--- src/rtl/i2c_am_pkg.sv ---
package i2c_am_pkg;

    localparam int BYTE_W = 8;
    localparam int ADDR_W = 10;
    localparam int TAG_W  = 5;
    localparam logic [TAG_W-1:0] TEN_TAG = 5'b11110;

    typedef enum logic [2:0] {
        S_IDLE,
        S_HDR,
        S_HDR_ACK,
        S_LOW,
        S_LOW_ACK,
        S_DATA,
        S_DATA_ACK
    } am_state_e;

endpackage

--- src/rtl/i2c_am_sync.sv ---
module i2c_am_sync #(
    parameter int   STAGES  = 2,
    parameter logic RST_VAL = 1'b1
) (
    input  logic clk,
    input  logic rst_n,
    input  logic d_in,
    output logic q_out
);

    for (genvar i = 0; i < STAGES; i++) begin : g_st
        logic stage;
        if (i == 0) begin : g_first
            always_ff @(posedge clk or negedge rst_n) begin
                if (!rst_n) stage <= RST_VAL;
                else        stage <= d_in;
            end
        end else begin : g_next
            always_ff @(posedge clk or negedge rst_n) begin
                if (!rst_n) stage <= RST_VAL;
                else        stage <= g_st[i-1].stage;
            end
        end
    end

    assign q_out = g_st[STAGES-1].stage;

endmodule

--- src/rtl/i2c_am_cond.sv ---
module i2c_am_cond (
    input  logic clk,
    input  logic rst_n,
    input  logic scl_s,
    input  logic sda_s,
    output logic scl_rise,
    output logic scl_fall,
    output logic start_det,
    output logic stop_det,
    output logic start_p,
    output logic rstart_p,
    output logic stop_p
);

    logic scl_q, sda_q, busy_q;

    assign scl_rise  = scl_s & ~scl_q;
    assign scl_fall  = ~scl_s & scl_q;
    assign start_det = scl_s & scl_q & sda_q & ~sda_s;
    assign stop_det  = scl_s & scl_q & ~sda_q & sda_s;

    always_ff @(posedge clk or negedge rst_n) begin
        if (!rst_n) begin
            scl_q    <= 1'b1;
            sda_q    <= 1'b1;
            busy_q   <= 1'b0;
            start_p  <= 1'b0;
            rstart_p <= 1'b0;
            stop_p   <= 1'b0;
        end else begin
            scl_q    <= scl_s;
            sda_q    <= sda_s;
            start_p  <= start_det & ~busy_q;
            rstart_p <= start_det & busy_q;
            stop_p   <= stop_det;
            if (stop_det)       busy_q <= 1'b0;
            else if (start_det) busy_q <= 1'b1;
        end
    end

    // the three condition pulses never coincide
    a_r1_one_event: assert property (@(posedge clk) disable iff (!rst_n)
        $onehot0({start_p, rstart_p, stop_p}));

    // a repeated START is reported only inside an open transfer
    a_r1_rstart_in_txn: assert property (@(posedge clk) disable iff (!rst_n)
        rstart_p |-> busy_q);

    // a STOP always leaves the bus free
    a_r1_stop_frees: assert property (@(posedge clk) disable iff (!rst_n)
        stop_p |-> !busy_q);

endmodule

--- src/rtl/i2c_am_fsm.sv ---
module i2c_am_fsm
    import i2c_am_pkg::*;
(
    input  logic              clk,
    input  logic              rst_n,
    input  logic              scl_s,
    input  logic              sda_s,
    input  logic              scl_rise,
    input  logic              scl_fall,
    input  logic              start_det,
    input  logic              stop_det,
    input  logic [ADDR_W-1:0] own_addr,
    input  logic              ten_bit,
    output logic              sda_oe,
    output logic              addressed,
    output logic              read_dir
);

    localparam int CNT_W = $clog2(BYTE_W + 1);
    localparam logic [CNT_W-1:0] LAST_BIT = CNT_W'(BYTE_W);
    localparam logic [CNT_W-1:0] ONE      = CNT_W'(1);

    am_state_e         state_q, state_d;
    logic [BYTE_W-1:0] shreg_q;
    logic [CNT_W-1:0]  cnt_q;
    logic              oe_q, oe_d;
    logic              addr_q, rd_q, full_q;

    logic in_byte, in_slot, byte_done, slot_end;
    logic m7, m10hdr, m10lo, rw_bit;
    logic take, take_rd, set_full, miss;
    logic enter_ack, ack_val;

    assign in_byte   = state_q inside {S_HDR, S_LOW, S_DATA};
    assign in_slot   = state_q inside {S_HDR_ACK, S_LOW_ACK, S_DATA_ACK};
    assign byte_done = in_byte && (cnt_q == LAST_BIT) && scl_fall;
    assign slot_end  = in_slot && (cnt_q == ONE) && scl_fall;

    assign rw_bit = shreg_q[0];
    assign m7     = shreg_q[BYTE_W-1:1] == own_addr[BYTE_W-2:0];
    assign m10hdr = (shreg_q[BYTE_W-1:BYTE_W-TAG_W] == TEN_TAG) &&
                    (shreg_q[2:1] == own_addr[ADDR_W-1:ADDR_W-2]);
    assign m10lo  = shreg_q == own_addr[BYTE_W-1:0];

    // next-state and decision logic
    always_comb begin
        state_d   = state_q;
        take      = 1'b0;
        take_rd   = 1'b0;
        set_full  = 1'b0;
        miss      = 1'b0;
        enter_ack = 1'b0;
        ack_val   = 1'b0;
        if (stop_det) begin
            state_d = S_IDLE;
        end else if (start_det) begin
            state_d = S_HDR;
        end else begin
            unique case (state_q)
                S_IDLE: begin
                    state_d = S_IDLE;
                end
                S_HDR: begin
                    if (byte_done) begin
                        if (!ten_bit) begin
                            if (m7) begin
                                state_d   = S_HDR_ACK;
                                take      = 1'b1;
                                take_rd   = rw_bit;
                                enter_ack = 1'b1;
                                ack_val   = 1'b1;
                            end else begin
                                state_d = S_IDLE;
                                miss    = 1'b1;
                            end
                        end else if (m10hdr && !rw_bit) begin
                            state_d   = S_HDR_ACK;
                            enter_ack = 1'b1;
                            ack_val   = 1'b1;
                        end else if (m10hdr && rw_bit && full_q) begin
                            state_d   = S_HDR_ACK;
                            take      = 1'b1;
                            take_rd   = 1'b1;
                            enter_ack = 1'b1;
                            ack_val   = 1'b1;
                        end else begin
                            state_d = S_IDLE;
                            miss    = 1'b1;
                        end
                    end
                end
                S_HDR_ACK: begin
                    if (slot_end) state_d = addr_q ? S_DATA : S_LOW;
                end
                S_LOW: begin
                    if (byte_done) begin
                        if (m10lo) begin
                            state_d   = S_LOW_ACK;
                            take      = 1'b1;
                            set_full  = 1'b1;
                            enter_ack = 1'b1;
                            ack_val   = 1'b1;
                        end else begin
                            state_d = S_IDLE;
                            miss    = 1'b1;
                        end
                    end
                end
                S_LOW_ACK: begin
                    if (slot_end) state_d = S_DATA;
                end
                S_DATA: begin
                    if (byte_done) begin
                        state_d   = S_DATA_ACK;
                        enter_ack = 1'b1;
                        ack_val   = !rd_q;
                    end
                end
                S_DATA_ACK: begin
                    if (slot_end) state_d = S_DATA;
                end
                default: state_d = S_IDLE;
            endcase
        end
    end

    always_comb begin
        if (stop_det || start_det) oe_d = 1'b0;
        else if (enter_ack)        oe_d = ack_val;
        else if (slot_end)         oe_d = 1'b0;
        else                       oe_d = oe_q;
    end

    // state register
    always_ff @(posedge clk or negedge rst_n) begin
        if (!rst_n) state_q <= S_IDLE;
        else        state_q <= state_d;
    end

    // outputs and datapath registers
    always_ff @(posedge clk or negedge rst_n) begin
        if (!rst_n) begin
            oe_q    <= 1'b0;
            addr_q  <= 1'b0;
            rd_q    <= 1'b0;
            full_q  <= 1'b0;
            shreg_q <= '0;
            cnt_q   <= '0;
        end else begin
            oe_q <= oe_d;
            if (stop_det || start_det) begin
                addr_q <= 1'b0;
                rd_q   <= 1'b0;
            end else if (take) begin
                addr_q <= 1'b1;
                rd_q   <= take_rd;
            end
            if (stop_det || miss) full_q <= 1'b0;
            else if (set_full)    full_q <= 1'b1;
            if (scl_rise && in_byte)
                shreg_q <= {shreg_q[BYTE_W-2:0], sda_s};
            if (stop_det || start_det || (state_d != state_q))
                cnt_q <= '0;
            else if (scl_rise && state_q != S_IDLE && cnt_q != LAST_BIT)
                cnt_q <= cnt_q + ONE;
        end
    end

    assign sda_oe    = oe_q;
    assign addressed = addr_q;
    assign read_dir  = rd_q;

    // the SDA enable only moves while SCL is low
    a_r10_oe_scl_low: assert property (@(posedge clk) disable iff (!rst_n)
        !$stable(oe_q) |-> !$past(scl_s));

    // the line is pulled only inside an acknowledge slot
    a_r6_oe_in_slot: assert property (@(posedge clk) disable iff (!rst_n)
        oe_q |-> in_slot);

    // read-direction data slots are never driven
    a_r6_read_silent: assert property (@(posedge clk) disable iff (!rst_n)
        (state_q == S_DATA_ACK && rd_q) |-> !oe_q);

    // becoming addressed always comes with an acknowledge
    a_r2_match_acks: assert property (@(posedge clk) disable iff (!rst_n)
        $rose(addr_q) |-> oe_q);

    // a direction is only reported for a selected slave
    a_r7_dir_needs_sel: assert property (@(posedge clk) disable iff (!rst_n)
        rd_q |-> addr_q);

    // STOP clears selection, direction and the line drive
    a_r9_stop_clears: assert property (@(posedge clk) disable iff (!rst_n)
        stop_det |=> (!addr_q && !rd_q && !oe_q && !full_q));

endmodule

--- src/rtl/i2c_addr_matcher.sv ---
module i2c_addr_matcher
    import i2c_am_pkg::*;
#(
    parameter int SYNC_STAGES = 2
) (
    input  logic              clk,
    input  logic              rst_n,
    input  logic              scl_in,
    input  logic              sda_in,
    input  logic [ADDR_W-1:0] own_addr,
    input  logic              ten_bit_mode,
    output logic              sda_oe,
    output logic              addressed,
    output logic              read_dir,
    output logic              start_pulse,
    output logic              rstart_pulse,
    output logic              stop_pulse
);

    logic scl_s, sda_s;
    logic scl_rise, scl_fall, start_det, stop_det;

    i2c_am_sync #(.STAGES(SYNC_STAGES), .RST_VAL(1'b1)) u_scl_sync (
        .clk   (clk),
        .rst_n (rst_n),
        .d_in  (scl_in),
        .q_out (scl_s)
    );

    i2c_am_sync #(.STAGES(SYNC_STAGES), .RST_VAL(1'b1)) u_sda_sync (
        .clk   (clk),
        .rst_n (rst_n),
        .d_in  (sda_in),
        .q_out (sda_s)
    );

    i2c_am_cond u_cond (
        .clk       (clk),
        .rst_n     (rst_n),
        .scl_s     (scl_s),
        .sda_s     (sda_s),
        .scl_rise  (scl_rise),
        .scl_fall  (scl_fall),
        .start_det (start_det),
        .stop_det  (stop_det),
        .start_p   (start_pulse),
        .rstart_p  (rstart_pulse),
        .stop_p    (stop_pulse)
    );

    i2c_am_fsm u_fsm (
        .clk       (clk),
        .rst_n     (rst_n),
        .scl_s     (scl_s),
        .sda_s     (sda_s),
        .scl_rise  (scl_rise),
        .scl_fall  (scl_fall),
        .start_det (start_det),
        .stop_det  (stop_det),
        .own_addr  (own_addr),
        .ten_bit   (ten_bit_mode),
        .sda_oe    (sda_oe),
        .addressed (addressed),
        .read_dir  (read_dir)
    );

endmodule

--- config.mk ---
export PLATFORM = sky130hd
export DESIGN_NAME = i2c_addr_matcher
export DESIGN_NICKNAME = d
export VERILOG_FILES = /design/src/rtl/i2c_am_pkg.sv /design/src/rtl/i2c_am_sync.sv /design/src/rtl/i2c_am_cond.sv /design/src/rtl/i2c_am_fsm.sv /design/src/rtl/i2c_addr_matcher.sv
export SDC_FILE = /design/constraint.sdc
export NUM_CORES = 1
export LEC_CHECK = 0
export ABC_AREA = 1
export BUFFER_PORTS_ARGS = -buffer_cell sky130_fd_sc_hd__buf_2
export CORE_MARGIN = 2
export CORE_UTILIZATION = 35
export CTS_CLUSTER_DIAMETER = 120
export DETAILED_ROUTE_END_ITERATION = 12
export GPL_ROUTABILITY_DRIVEN = 1
export SLEW_MARGIN = 20
export SYNTH_ARGS = -nofsm -noshare
export SYNTH_HDL_FRONTEND = slang
export SYNTH_SLANG_ARGS = --single-unit
--- constraint.sdc ---
create_clock -name clk -period 4.1 [get_ports clk]
set_input_delay 0.41 -clock clk [delete_from_list [all_inputs] [get_ports clk]]
set_output_delay 0.41 -clock clk [all_outputs]
set_load 0.02 [all_outputs]
==> metrics <==
status finished, final reports clean; Leak Pwr between 0.9 and 1 nW; P_sw roughly 0.00017 W; internal power roughly 0.00044 W; Cells after Synth roughly 230; final setup vio count 0; Post-CTS Resized 0; Worst Setup End Kind register; final period utilization between 40% and 50%; Worst-Skew Late Latency 0.28 ns; Die H roughly 74 µm; Core ar. about 4800 µm²; Max Clk Rate 0.566 GHz; final wirelength between 3000 and 4000 µm; PortBufs 20; Critical Path Source Type register; Worst Path Arrival 1.94 ns; clk buf depth 2; Yosys reg bits 29; vias post-DR roughly 1500; # H-tree levels 2; drt via density 4.51; biggest regs u_fsm.shreg_q (8), u_fsm.cnt_q (4), u_fsm.state_q (3); first-pass GRT wire length 6220 µm; Switching Share a little over a quarter; Slew Viols, Final 0; Nets 275; ant diodes 0; worst slew pin tran around 0.64 ns; Worst Skew ~0.0056 ns; Yosys cell types 30; Hold Crit Class input pin to asynchronous set/reset pin; final cell count without fillers around 330; hpwl dp between 2000 and 3000 µm; Tot GR Track Use ~15%; routed length per placed instance roughly 11 µm; grt total ovfl 0; Mapped Avg Cell Area around 7.5 µm²; Layout area overhead 15.2%; Setup TNS 0 ns; RePlAce Congestion 0.844; yosys synthesis warning count 0; register area share after synthesis between 40% and 50%; Clk pin slew, worst setup/hold paths 0.07 ns; initial antenna violation count 0; DRC Markers 0; commonest non-fill, non-tap cell in the layout nand2_1; die area between 5000 and 6000 µm²; CTS Root Cell clkbuf_8; largest net degree at the start of global routing 30; TritonCTS sink count 29; vias in the first global route around 1400; Die Wd approximately 74 µm; Seq pwr share between 50% and 60%; ratio of cells with drive above 1 in the final layout between 20% and 30%; Pre-Repair DR Iteration Count 4; max-cap violations 0; Initial Utilization between 30% and 40%; Max transition margin between 50% and 60%; worst vdd ir about 150 µV; placed cells 317; drt first-iter violations approximately 130; area of the mapped netlist around 1700 µm²; Ports 21; max reg flops 8; RSZ-0062 raised after global routing no; Synth Net Count ~250; Max Fanout on Critical Path 7; min Tclk post-route approximately 1.8 ns; Final ANT Viol Nets 0; post-CTS setup buffers 0; clock power share 38.0%; CTS tree built; Top reg by flops u_fsm.shreg_q; CTS Buf Count 5; combinational share of power a little under an eighth; Power Dens Cells slightly above 300 nW/µm²; Hold Vio Cnt, Final 0; critical path required time 4.27 ns; hold buffers post-CTS 0; CP Class register to register; most frequent cells in the layout nand2_1 (60), inv_1 (34), nor2_1 (23), dfrtp_1 (23), buf_2 (20); FP Rows 25; Reg2Reg Depth 11
## per-stage QoR
step | setup slack (ns) | cell area [µm²] | hold WS, ns | utilization, % | power [W]
after floorplan | 2.54 | 1730 | 0.114 | - | 0.000357
after detailed placement | 2.33 | 1910 | 0.349 | 40.1 | 0.000383
after CTS | 2.32 | 1990 | 0.170 | 41.8 | 0.000621
final | 2.33 | 1990 | 0.141 | 41.8 | 0.000609
after global routing | 2.16 | 1990 | 0.204 | 41.8 | 0.000645
after global placement | 2.41 | 1910 | 0.346 | 40.1 | 0.000382
## final timing paths
| kind | slack, ns | end | startpoint |
|---|---|---|---|
| min in group clk | 0.22 | u_sda_sync.g_st[0].stage | sda_in |
| worst min-delay path | 0.14 | u_fsm.shreg_q[6] | rst_n |
| max in group asynchronous | 3.53 | u_cond.rstart_p | rst_n |
| worst max-delay path | 2.33 | u_fsm.cnt_q[0] | u_fsm.cnt_q[0] |
| worst max register to register | 2.33 | u_fsm.cnt_q[0] | u_fsm.cnt_q[0] |
| worst min register to register | 0.36 | u_scl_sync.q_out | u_scl_sync.g_st[0].stage |
## critical path: stages (launching register included)
cell and delay (ns):
dfrtp_1 0.40, inv_1 0.12, ha_1 0.16, nand3_1 0.09
nor2_1 0.17, nand2_1 0.11, inv_1 0.18, nand3_2 0.13
nand2_2 0.08, nand3_2 0.06, nand3_2 0.10, nor2_1 0.05
## Yosys cell counts (all sizes together)
cell type,n,share of area (%)
nor4,1,0.36
nor2,29,7.2
xnor2,5,2.5
nor3,2,0.87
ha,3,2.2
inv,38,8.3
a22oi,1,0.43
nor3b,1,0.43
o31ai,2,0.87
nand3,15,5.5
clkbuf,1,0.22
mux2i,1,0.58
nand3b,2,0.87
xor2,5,2.5
a21oi,5,1.4
or2,2,0.73
o21ai,14,4.1
dfrtp,23,33
clkinv,1,0.22
nand4,8,2.9
dfstp,6,9.1
nand2,64,14
o211ai,2,0.87
## per-layer routing
layer  part of all wire, %  wire length [µm]  global-route usage (%)
met1                    52              1840                    21.4
met3                   4.8               170                    5.01
met5                     0                 0                       0
met2                    41              1460                    21.1
met4                   1.9                68                    6.55
## power by group through the flow
stage | combinational, W | sequential, W | clock, W
2_1_floorplan | 0.0000435 | 0.000313 | 0
3_3_place_gp | 0.0000683 | 0.000314 | 0
3_5_place_dp | 0.0000692 | 0.000314 | 0
4_1_cts | 0.0000697 | 0.000309 | 0.000243
5_1_grt | 0.0000807 | 0.000311 | 0.000254
6_report | 0.0000685 | 0.000309 | 0.000231
## logic make-up (layout without fill, tap and decap cells)
kind of cell             after synthesis  in the layout  share of synthesized area, %
buffers and inverters                 40             67                          8.69
adder cells (fa/ha/maj)                3              3                          2.17
multiplexers                           1              1                         0.580
XOR/XNOR                              10             10                          5.07
AND/OR/NAND/NOR                      124            124                          33.3
flip-flops                            29             29                          42.5
AO/OA/AOI/OAI                         24             24                          7.68
## cell type report
cell class,instances,area [µm²]
Clock inverter,2,10.0
Inverter,39,146
Timing Repair Buffer,20,100
Tap cell,67,83.8
Fill cell,529,2770
Multi-Input combinational cell,162,843
Clock buffer,6,72.6
Sequential cell,29,733
(Power assumes the default switching activity.)
